===== config.mk =====
export PLATFORM = sky130hd
export DESIGN_NAME = pbus_cycle_ctrl
export DESIGN_NICKNAME = d
export VERILOG_FILES = /design/src/rtl/pbt_pkg.sv /design/src/rtl/pbt_addr_dec.sv /design/src/rtl/pbt_shape.sv /design/src/rtl/pbt_phase_gen.sv /design/src/rtl/pbus_cycle_ctrl.sv
export SDC_FILE = /design/constraint.sdc
export NUM_CORES = 1
export LEC_CHECK = 0
export BUFFER_PORTS_ARGS = -buffer_cell sky130_fd_sc_hd__buf_4
export CAP_MARGIN = 20
export CORE_UTILIZATION = 49
export CTS_CLUSTER_DIAMETER = 50
export DETAILED_ROUTE_END_ITERATION = 6
export GPL_TIMING_DRIVEN = 0
export PLACE_DENSITY = 0.81
export RECOVER_POWER = 100
export REMOVE_ABC_BUFFERS = 1
export SYNTH_ARGS = -nofsm -noshare
export SYNTH_HDL_FRONTEND = slang
export SYNTH_SLANG_ARGS = --single-unit

===== constraint.sdc =====
create_clock -name clk -period 2.7 [get_ports clk]
set_input_delay 0.405 -clock clk [delete_from_list [all_inputs] [get_ports clk]]
set_output_delay 0.405 -clock clk [all_outputs]
set_load 0.005 [all_outputs]

===== src/rtl/pbt_pkg.sv =====
// Shared request encoding for the peripheral bus timing controller.
package pbt_pkg;
    typedef enum logic [1:0] {
        REQ_OTHER = 2'd0,
        REQ_USER  = 2'd1,
        REQ_PRD   = 2'd2,
        REQ_PWR   = 2'd3
    } req_kind_e;
endpackage


===== src/rtl/pbt_addr_dec.sv =====
// Address decode: finds requests that target the external peripheral window,
// which is the top 2**EXT_AW locations of a 2**ADDR_W space.
// Assumes only peripheral read/write kinds may reach the external bus.
module pbt_addr_dec #(
    parameter int ADDR_W = 5,
    parameter int EXT_AW = 3
) (
    input  logic [1:0]        kind,
    input  logic [ADDR_W-1:0] addr,
    output logic              is_ext,
    output logic [EXT_AW-1:0] ext_addr
);
    import pbt_pkg::*;

    localparam int HI_W = ADDR_W - EXT_AW;

    logic periph;
    logic in_window;

    // Window hit needs every high address bit set.
    always_comb begin
        periph    = (kind == REQ_PRD) || (kind == REQ_PWR);
        in_window = &addr[ADDR_W-1:ADDR_W-HI_W];
        is_ext    = periph && in_window;
        ext_addr  = is_ext ? addr[EXT_AW-1:0] : '0;
    end
endmodule


===== src/rtl/pbt_shape.sv =====
// Picks the high and low phase lengths in half-period ticks for one access.
// Extension stretches both phases by one tick; a wait adds two low ticks.
module pbt_shape #(
    parameter int CNT_W = 3
) (
    input  logic [1:0]       kind,
    input  logic             is_ext,
    input  logic             wait_st,
    input  logic             cyc_ext,
    input  logic             rd_ext,
    output logic [CNT_W-1:0] hi_len,
    output logic [CNT_W-1:0] lo_len
);
    import pbt_pkg::*;

    localparam logic [CNT_W-1:0] ONE = CNT_W'(1);
    localparam logic [CNT_W-1:0] TWO = CNT_W'(2);

    logic stretch;

    // Stretch rules per request kind, then phase lengths.
    always_comb begin
        stretch = ((kind == REQ_USER) && cyc_ext) ||
                  ((kind == REQ_PRD) && is_ext && rd_ext);
        hi_len  = stretch ? TWO : ONE;
        lo_len  = (stretch ? TWO : ONE) + (wait_st ? TWO : '0);
    end
endmodule


===== src/rtl/pbt_phase_gen.sv =====
// Strobe sequencer: runs a high phase then a low phase with lengths taken at
// acceptance. A new request is taken when idle or in the final tick.
// Assumes hi_len and lo_len are at least 1.
module pbt_phase_gen #(
    parameter int CNT_W = 3
) (
    input  logic             clk,
    input  logic             rst_n,
    input  logic             start_req,
    input  logic [CNT_W-1:0] hi_len,
    input  logic [CNT_W-1:0] lo_len,
    output logic             accept,
    output logic             pclk,
    output logic             busy,
    output logic             done
);
    logic             busy_q;
    logic             pclk_q;
    logic [CNT_W-1:0] cnt_q;
    logic [CNT_W-1:0] lo_q;

    // Final tick flag and acceptance.
    always_comb begin
        done   = busy_q && !pclk_q && (cnt_q == '0);
        accept = start_req && (!busy_q || done);
    end

    // Phase counter and strobe state.
    always_ff @(posedge clk) begin
        if (!rst_n) begin
            busy_q <= 1'b0;
            pclk_q <= 1'b0;
            cnt_q  <= '0;
            lo_q   <= '0;
        end else if (accept) begin
            busy_q <= 1'b1;
            pclk_q <= 1'b1;
            cnt_q  <= hi_len - CNT_W'(1);
            lo_q   <= lo_len;
        end else if (busy_q) begin
            if (cnt_q != '0) begin
                cnt_q <= cnt_q - CNT_W'(1);
            end else if (pclk_q) begin
                pclk_q <= 1'b0;
                cnt_q  <= lo_q - CNT_W'(1);
            end else begin
                busy_q <= 1'b0;
            end
        end
    end

    assign pclk = pclk_q;
    assign busy = busy_q;
endmodule


===== src/rtl/pbus_cycle_ctrl.sv =====
// Top: peripheral/user bus cycle timing. Holds the two extend bits, decodes
// the external window, shapes the strobe and registers the external address.
// Assumes the caller holds req_* stable until the request is accepted.
module pbus_cycle_ctrl #(
    parameter int ADDR_W = 5,
    parameter int EXT_AW = 3,
    parameter int CNT_W  = 3
) (
    input  logic              clk,
    input  logic              rst_n,
    input  logic              cfg_we,
    input  logic              cfg_cyc_ext,
    input  logic              cfg_rd_ext,
    input  logic              req_valid,
    input  logic [1:0]        req_kind,
    input  logic [ADDR_W-1:0] req_addr,
    input  logic              req_wait,
    output logic              pclk,
    output logic [EXT_AW-1:0] ext_addr,
    output logic              ext_sel,
    output logic              busy,
    output logic              done
);
    logic              cyc_ext_q;
    logic              rd_ext_q;
    logic              is_ext;
    logic [EXT_AW-1:0] dec_addr;
    logic [CNT_W-1:0]  hi_len;
    logic [CNT_W-1:0]  lo_len;
    logic              accept;
    logic              sel_q;
    logic [EXT_AW-1:0] addr_q;

    // Extend bits, cleared on reset.
    always_ff @(posedge clk) begin
        if (!rst_n) begin
            cyc_ext_q <= 1'b0;
            rd_ext_q  <= 1'b0;
        end else if (cfg_we) begin
            cyc_ext_q <= cfg_cyc_ext;
            rd_ext_q  <= cfg_rd_ext;
        end
    end

    pbt_addr_dec #(.ADDR_W(ADDR_W), .EXT_AW(EXT_AW)) dec_i (
        .kind     (req_kind),
        .addr     (req_addr),
        .is_ext   (is_ext),
        .ext_addr (dec_addr)
    );

    pbt_shape #(.CNT_W(CNT_W)) shape_i (
        .kind    (req_kind),
        .is_ext  (is_ext),
        .wait_st (req_wait),
        .cyc_ext (cyc_ext_q),
        .rd_ext  (rd_ext_q),
        .hi_len  (hi_len),
        .lo_len  (lo_len)
    );

    pbt_phase_gen #(.CNT_W(CNT_W)) phase_i (
        .clk       (clk),
        .rst_n     (rst_n),
        .start_req (req_valid),
        .hi_len    (hi_len),
        .lo_len    (lo_len),
        .accept    (accept),
        .pclk      (pclk),
        .busy      (busy),
        .done      (done)
    );

    // External select and address for the running cycle.
    always_ff @(posedge clk) begin
        if (!rst_n) begin
            sel_q  <= 1'b0;
            addr_q <= '0;
        end else if (accept) begin
            sel_q  <= is_ext;
            addr_q <= dec_addr;
        end else if (done) begin
            sel_q  <= 1'b0;
            addr_q <= '0;
        end
    end

    assign ext_sel  = sel_q;
    assign ext_addr = addr_q;
endmodule


==> run_summary.xml <==
<?xml version="1.0" encoding="UTF-8"?>
<metrics>
  <group name="power_and_ir_drop">
    <metric name="share_clk_of_total_power" unit="%">28.7</metric>
    <metric name="switching_share" unit="%">29.5</metric>
    <metric name="power_per_cell_area" unit="nW/um2">579</metric>
    <metric name="cell_internal_pwr" unit="uW">370</metric>
    <metric name="peakVddDrop" unit="uV">452</metric>
    <metric name="p_leak" unit="uW">0.000373</metric>
    <metric name="post-layout-total-power" unit="uW">524</metric>
    <metric name="sequentialPowerShare" unit="%">47.9</metric>
    <metric name="netSwitchingPower" unit="uW">154</metric>
    <metric name="combinationalPowerShare" unit="%">23.4</metric>
  </group>
  <group name="die">
    <metric name="die_w" unit="um">41.0</metric>
    <metric name="core_region_area" unit="um2">1350</metric>
    <metric name="start_util" unit="%">55.1</metric>
    <metric name="die_area" unit="um2">1680</metric>
    <metric name="pin_count" unit="">21</metric>
    <metric name="num_rows" unit="">13</metric>
    <metric name="dieHeight" unit="um">41.0</metric>
  </group>
  <group name="logic_synthesis">
    <metric name="synthDominantAreaCellType" unit="">sky130_fd_sc_hd__dfxtp_1</metric>
    <metric name="synth-edff-count" unit="">0</metric>
    <metric name="yosysTopAreaCellShare" unit="%">37.6</metric>
    <metric name="synthTopCellsByArea" unit="">sky130_fd_sc_hd__dfxtp_1 (38%), sky130_fd_sc_hd__nand2_1 (4.5%), sky130_fd_sc_hd__a21oi_1 (4.0%)</metric>
    <metric name="yosys_warnings" unit="">0</metric>
    <metric name="yosys.cell_types.count" unit="">34</metric>
    <metric name="synthesis.area_per_instance" unit="um2">8.86</metric>
    <metric name="seq_area_frac_synth" unit="%">37.6</metric>
    <metric name="synthesized_cell_area" unit="um2">744</metric>
    <metric name="synth-seq-cells" unit="">14</metric>
    <metric name="postSynth.asyncResetShare" unit="%">0</metric>
    <metric name="ys.flop_type" unit="">sky130_fd_sc_hd__dfxtp_1</metric>
    <metric name="syn_inst" unit="">84</metric>
  </group>
  <group name="detailed_routing">
    <metric name="number_of_vias_after_detailed_routing" unit="">689</metric>
    <metric name="detailedRoute.firstPassIterationCount" unit="">4</metric>
    <metric name="remaining_number_of_nets_flagged_by_the_antenna_check_after_routing" unit="">0</metric>
    <metric name="drt_wl_total" unit="um">1590</metric>
    <metric name="routedWlPerCell" unit="um">13.4</metric>
    <metric name="drcViolationCount" unit="">0</metric>
    <metric name="via_per_inst" unit="">5.79</metric>
    <metric name="drt_iter0_drc" unit="">24</metric>
  </group>
  <group name="clock_network">
    <metric name="clk_transition_reported_paths" unit="ns">0.08</metric>
    <metric name="tritoncts" unit="">yes</metric>
    <metric name="ctsRootBufferMaster" unit="">sky130_fd_sc_hd__clkbuf_4</metric>
    <metric name="clk_path_buf_depth" unit="">2</metric>
    <metric name="cts_made_buffers" unit="">3</metric>
    <metric name="cts.sink_count" unit="">14</metric>
    <metric name="post-cts-setup-buffer-count" unit="">0</metric>
    <metric name="number_of_buffers_inserted_by_hold_repair_at_cts" unit="">0</metric>
    <metric name="worstSkewPairLatency" unit="ns">0.28</metric>
    <metric name="cts_resized" unit="">0</metric>
    <metric name="htree_num_levels" unit="">1</metric>
  </group>
  <group name="timing">
    <metric name="final_max_slew_violation_count" unit="">0</metric>
    <metric name="setup_viol" unit="">0</metric>
    <metric name="timing.setup.tns" unit="ns">0</metric>
    <metric name="worstMarginPinSlew" unit="ns">0.511</metric>
    <metric name="clock_skew_after_layout" unit="ns">0.00341</metric>
    <metric name="period_minus_slack" unit="ns">2.26</metric>
    <metric name="maxSlewHeadroom" unit="%">65.5</metric>
    <metric name="fin_ws" unit="ns">0.442</metric>
    <metric name="fmax" unit="GHz">0.443</metric>
    <metric name="report.final.hold_viol_count" unit="">0</metric>
    <metric name="layout_worst_path_cycle_share" unit="%">83.6</metric>
    <metric name="grt_setup_unrepaired" unit="">false</metric>
  </group>
  <group name="global_route">
    <metric name="grt.total_usage" unit="%">22.6</metric>
    <metric name="grt_antenna_before_repair" unit="">0</metric>
    <metric name="grt_overflow" unit="">0</metric>
    <metric name="first_global_vias" unit="">531</metric>
    <metric name="grt_pass1_wl" unit="um">2370</metric>
    <metric name="pin_count_of_the_biggest_net_entering_global_routing" unit="">14</metric>
  </group>
  <group name="finish">
    <metric name="drive_above_1_share" unit="%">23.1</metric>
    <metric name="most_frequent_cells_in_the_layout" unit="">sky130_fd_sc_hd__dfxtp_1 (14), sky130_fd_sc_hd__buf_4 (12), sky130_fd_sc_hd__nand2_1 (9), sky130_fd_sc_hd__clkbuf_4 (9), sky130_fd_sc_hd__nor2_1 (7)</metric>
    <metric name="most_common_library_cell_in_the_layout_ignoring_fill_and_taps" unit="">sky130_fd_sc_hd__dfxtp_1</metric>
    <metric name="num_antenna_cells" unit="">0</metric>
    <metric name="area_growth" unit="%">21.5</metric>
    <metric name="finalCoreUtilization" unit="%">67.0</metric>
    <metric name="nets" unit="">121</metric>
  </group>
  <group name="worst_hold_path">
    <metric name="hold_path.class" unit="">input port to flop</metric>
  </group>
  <group name="setup_path">
    <metric name="critPathLaunchType" unit="">flop</metric>
    <metric name="endpoint_kind" unit="">flop</metric>
    <metric name="crit_arrival" unit="ns">2.46</metric>
    <metric name="worst-setup-path-type" unit="">flop to flop</metric>
    <metric name="crit_required" unit="ns">2.90</metric>
    <metric name="crit_fanout" unit="">9</metric>
  </group>
  <group name="place">
    <metric name="placement.io_buffers" unit="">20</metric>
    <metric name="pre_cts_slack" unit="ns">0.483</metric>
    <metric name="place_congestion" unit="">0.851</metric>
  </group>
  <group name="flow_run">
    <metric name="maxCapViolations" unit="">0</metric>
  </group>
  <group name="run_status">
    <metric name="status" unit="">complete, no violations</metric>
  </group>
</metrics>
[per-layer routing]
layer,track usage (%),part of all wire (%),vias to the layer above
met3,8.15,4.9,0
li1,-,-,358
met5,0,0,-
met2,36.7,48,20
met1,27.3,47,311
met4,7.50,0,0
[power by group through the flow]
| stage | registers, uW | logic (uW) | clock network [uW] |
|---|---|---|---|
| floorplan | 252 | 82.1 | 0 |
| global placement | 256 | 123 | 0 |
| detailed placement | 257 | 125 | 0 |
| CTS | 252 | 128 | 152 |
| global route | 254 | 137 | 165 |
| finish | 251 | 123 | 150 |
[cells in the mapped netlist, types with 2 or more instances]
master / number
sky130_fd_sc_hd__nor2_1: 7
sky130_fd_sc_hd__inv_1: 3
sky130_fd_sc_hd__dfxtp_1: 14
sky130_fd_sc_hd__ha_1: 2
sky130_fd_sc_hd__nand2b_1: 2
sky130_fd_sc_hd__nand3_1: 3
sky130_fd_sc_hd__o211ai_1: 2
sky130_fd_sc_hd__a21oi_1: 6
sky130_fd_sc_hd__nand2_1: 9
sky130_fd_sc_hd__o311a_1: 2
sky130_fd_sc_hd__mux2i_1: 2
sky130_fd_sc_hd__clkbuf_1: 2
sky130_fd_sc_hd__o22ai_1: 4
sky130_fd_sc_hd__o21ai_0: 6
[worst paths after layout]
check | startpoint | endpoint | slack [ns] | depth (start not counted)
worst max-delay path | phase_i.pclk$_SDFFE_PN0P_ | phase_i.cnt_q[2]$_SDFFE_PN0P_ | 0.44 | 7
worst min-delay path | cfg_cyc_ext | cyc_ext_q$_SDFFE_PN0P_ | 0.36 | 3
worst max register to register | phase_i.pclk$_SDFFE_PN0P_ | phase_i.cnt_q[2]$_SDFFE_PN0P_ | 0.44 | 7
worst min register to register | ext_addr[2]$_SDFFE_PN0P_ | ext_addr[2]$_SDFFE_PN0P_ | 0.47 | 2
[sequential cells by signal (all words and copies together) (netlist names)]
register and cells:
ext_addr 3, phase_i.cnt_q 3, phase_i.lo_q 3, cyc_ext_q 1
ext_sel 1, phase_i.busy 1, phase_i.pclk 1, rd_ext_q 1
[final cells by class]
| cell class | count | area, um2 |
|---|---|---|
| tap | 15 | 18.8 |
| timing repair buffer | 20 | 143 |
| inverter | 4 | 15.0 |
| fill | 116 | 445 |
| clock buffer | 4 | 36.3 |
| sequential | 14 | 280 |
| multi-input combinational | 62 | 412 |
[worst max-delay path, cell delays in order (launching register included)]
cell and delay [ns]:
sky130_fd_sc_hd__dfxtp_1 0.40, sky130_fd_sc_hd__o41ai_2 0.58, sky130_fd_sc_hd__nand2_1 0.12, sky130_fd_sc_hd__mux2_1 0.33, sky130_fd_sc_hd__ha_1 0.24, sky130_fd_sc_hd__nand2b_1 0.15, sky130_fd_sc_hd__o311a_1 0.29, sky130_fd_sc_hd__o31ai_1 0.06
[through the flow]
| step | hold slack (ns) | instance area [um2] | instances |
|---|---|---|---|
| finish | 0.356 | 905 | 119 |
| global route | 0.342 | 905 | 119 |
| CTS | 0.356 | 926 | 119 |
| detailed placement | 0.461 | 890 | 115 |
| global placement | 0.456 | 890 | 115 |
| floorplan | 0.454 | 721 | 80 |
[logic make-up after synthesis]
logic type	Yosys count	share of synthesized area [%]
fa+ha+maj	2	3.36
flops	14	37.6
compound gates	28	28.2
mux	3	4.20
buf+inv	8	5.21
simple gates	29	21.3
Power figures use the tool's default switching activity.
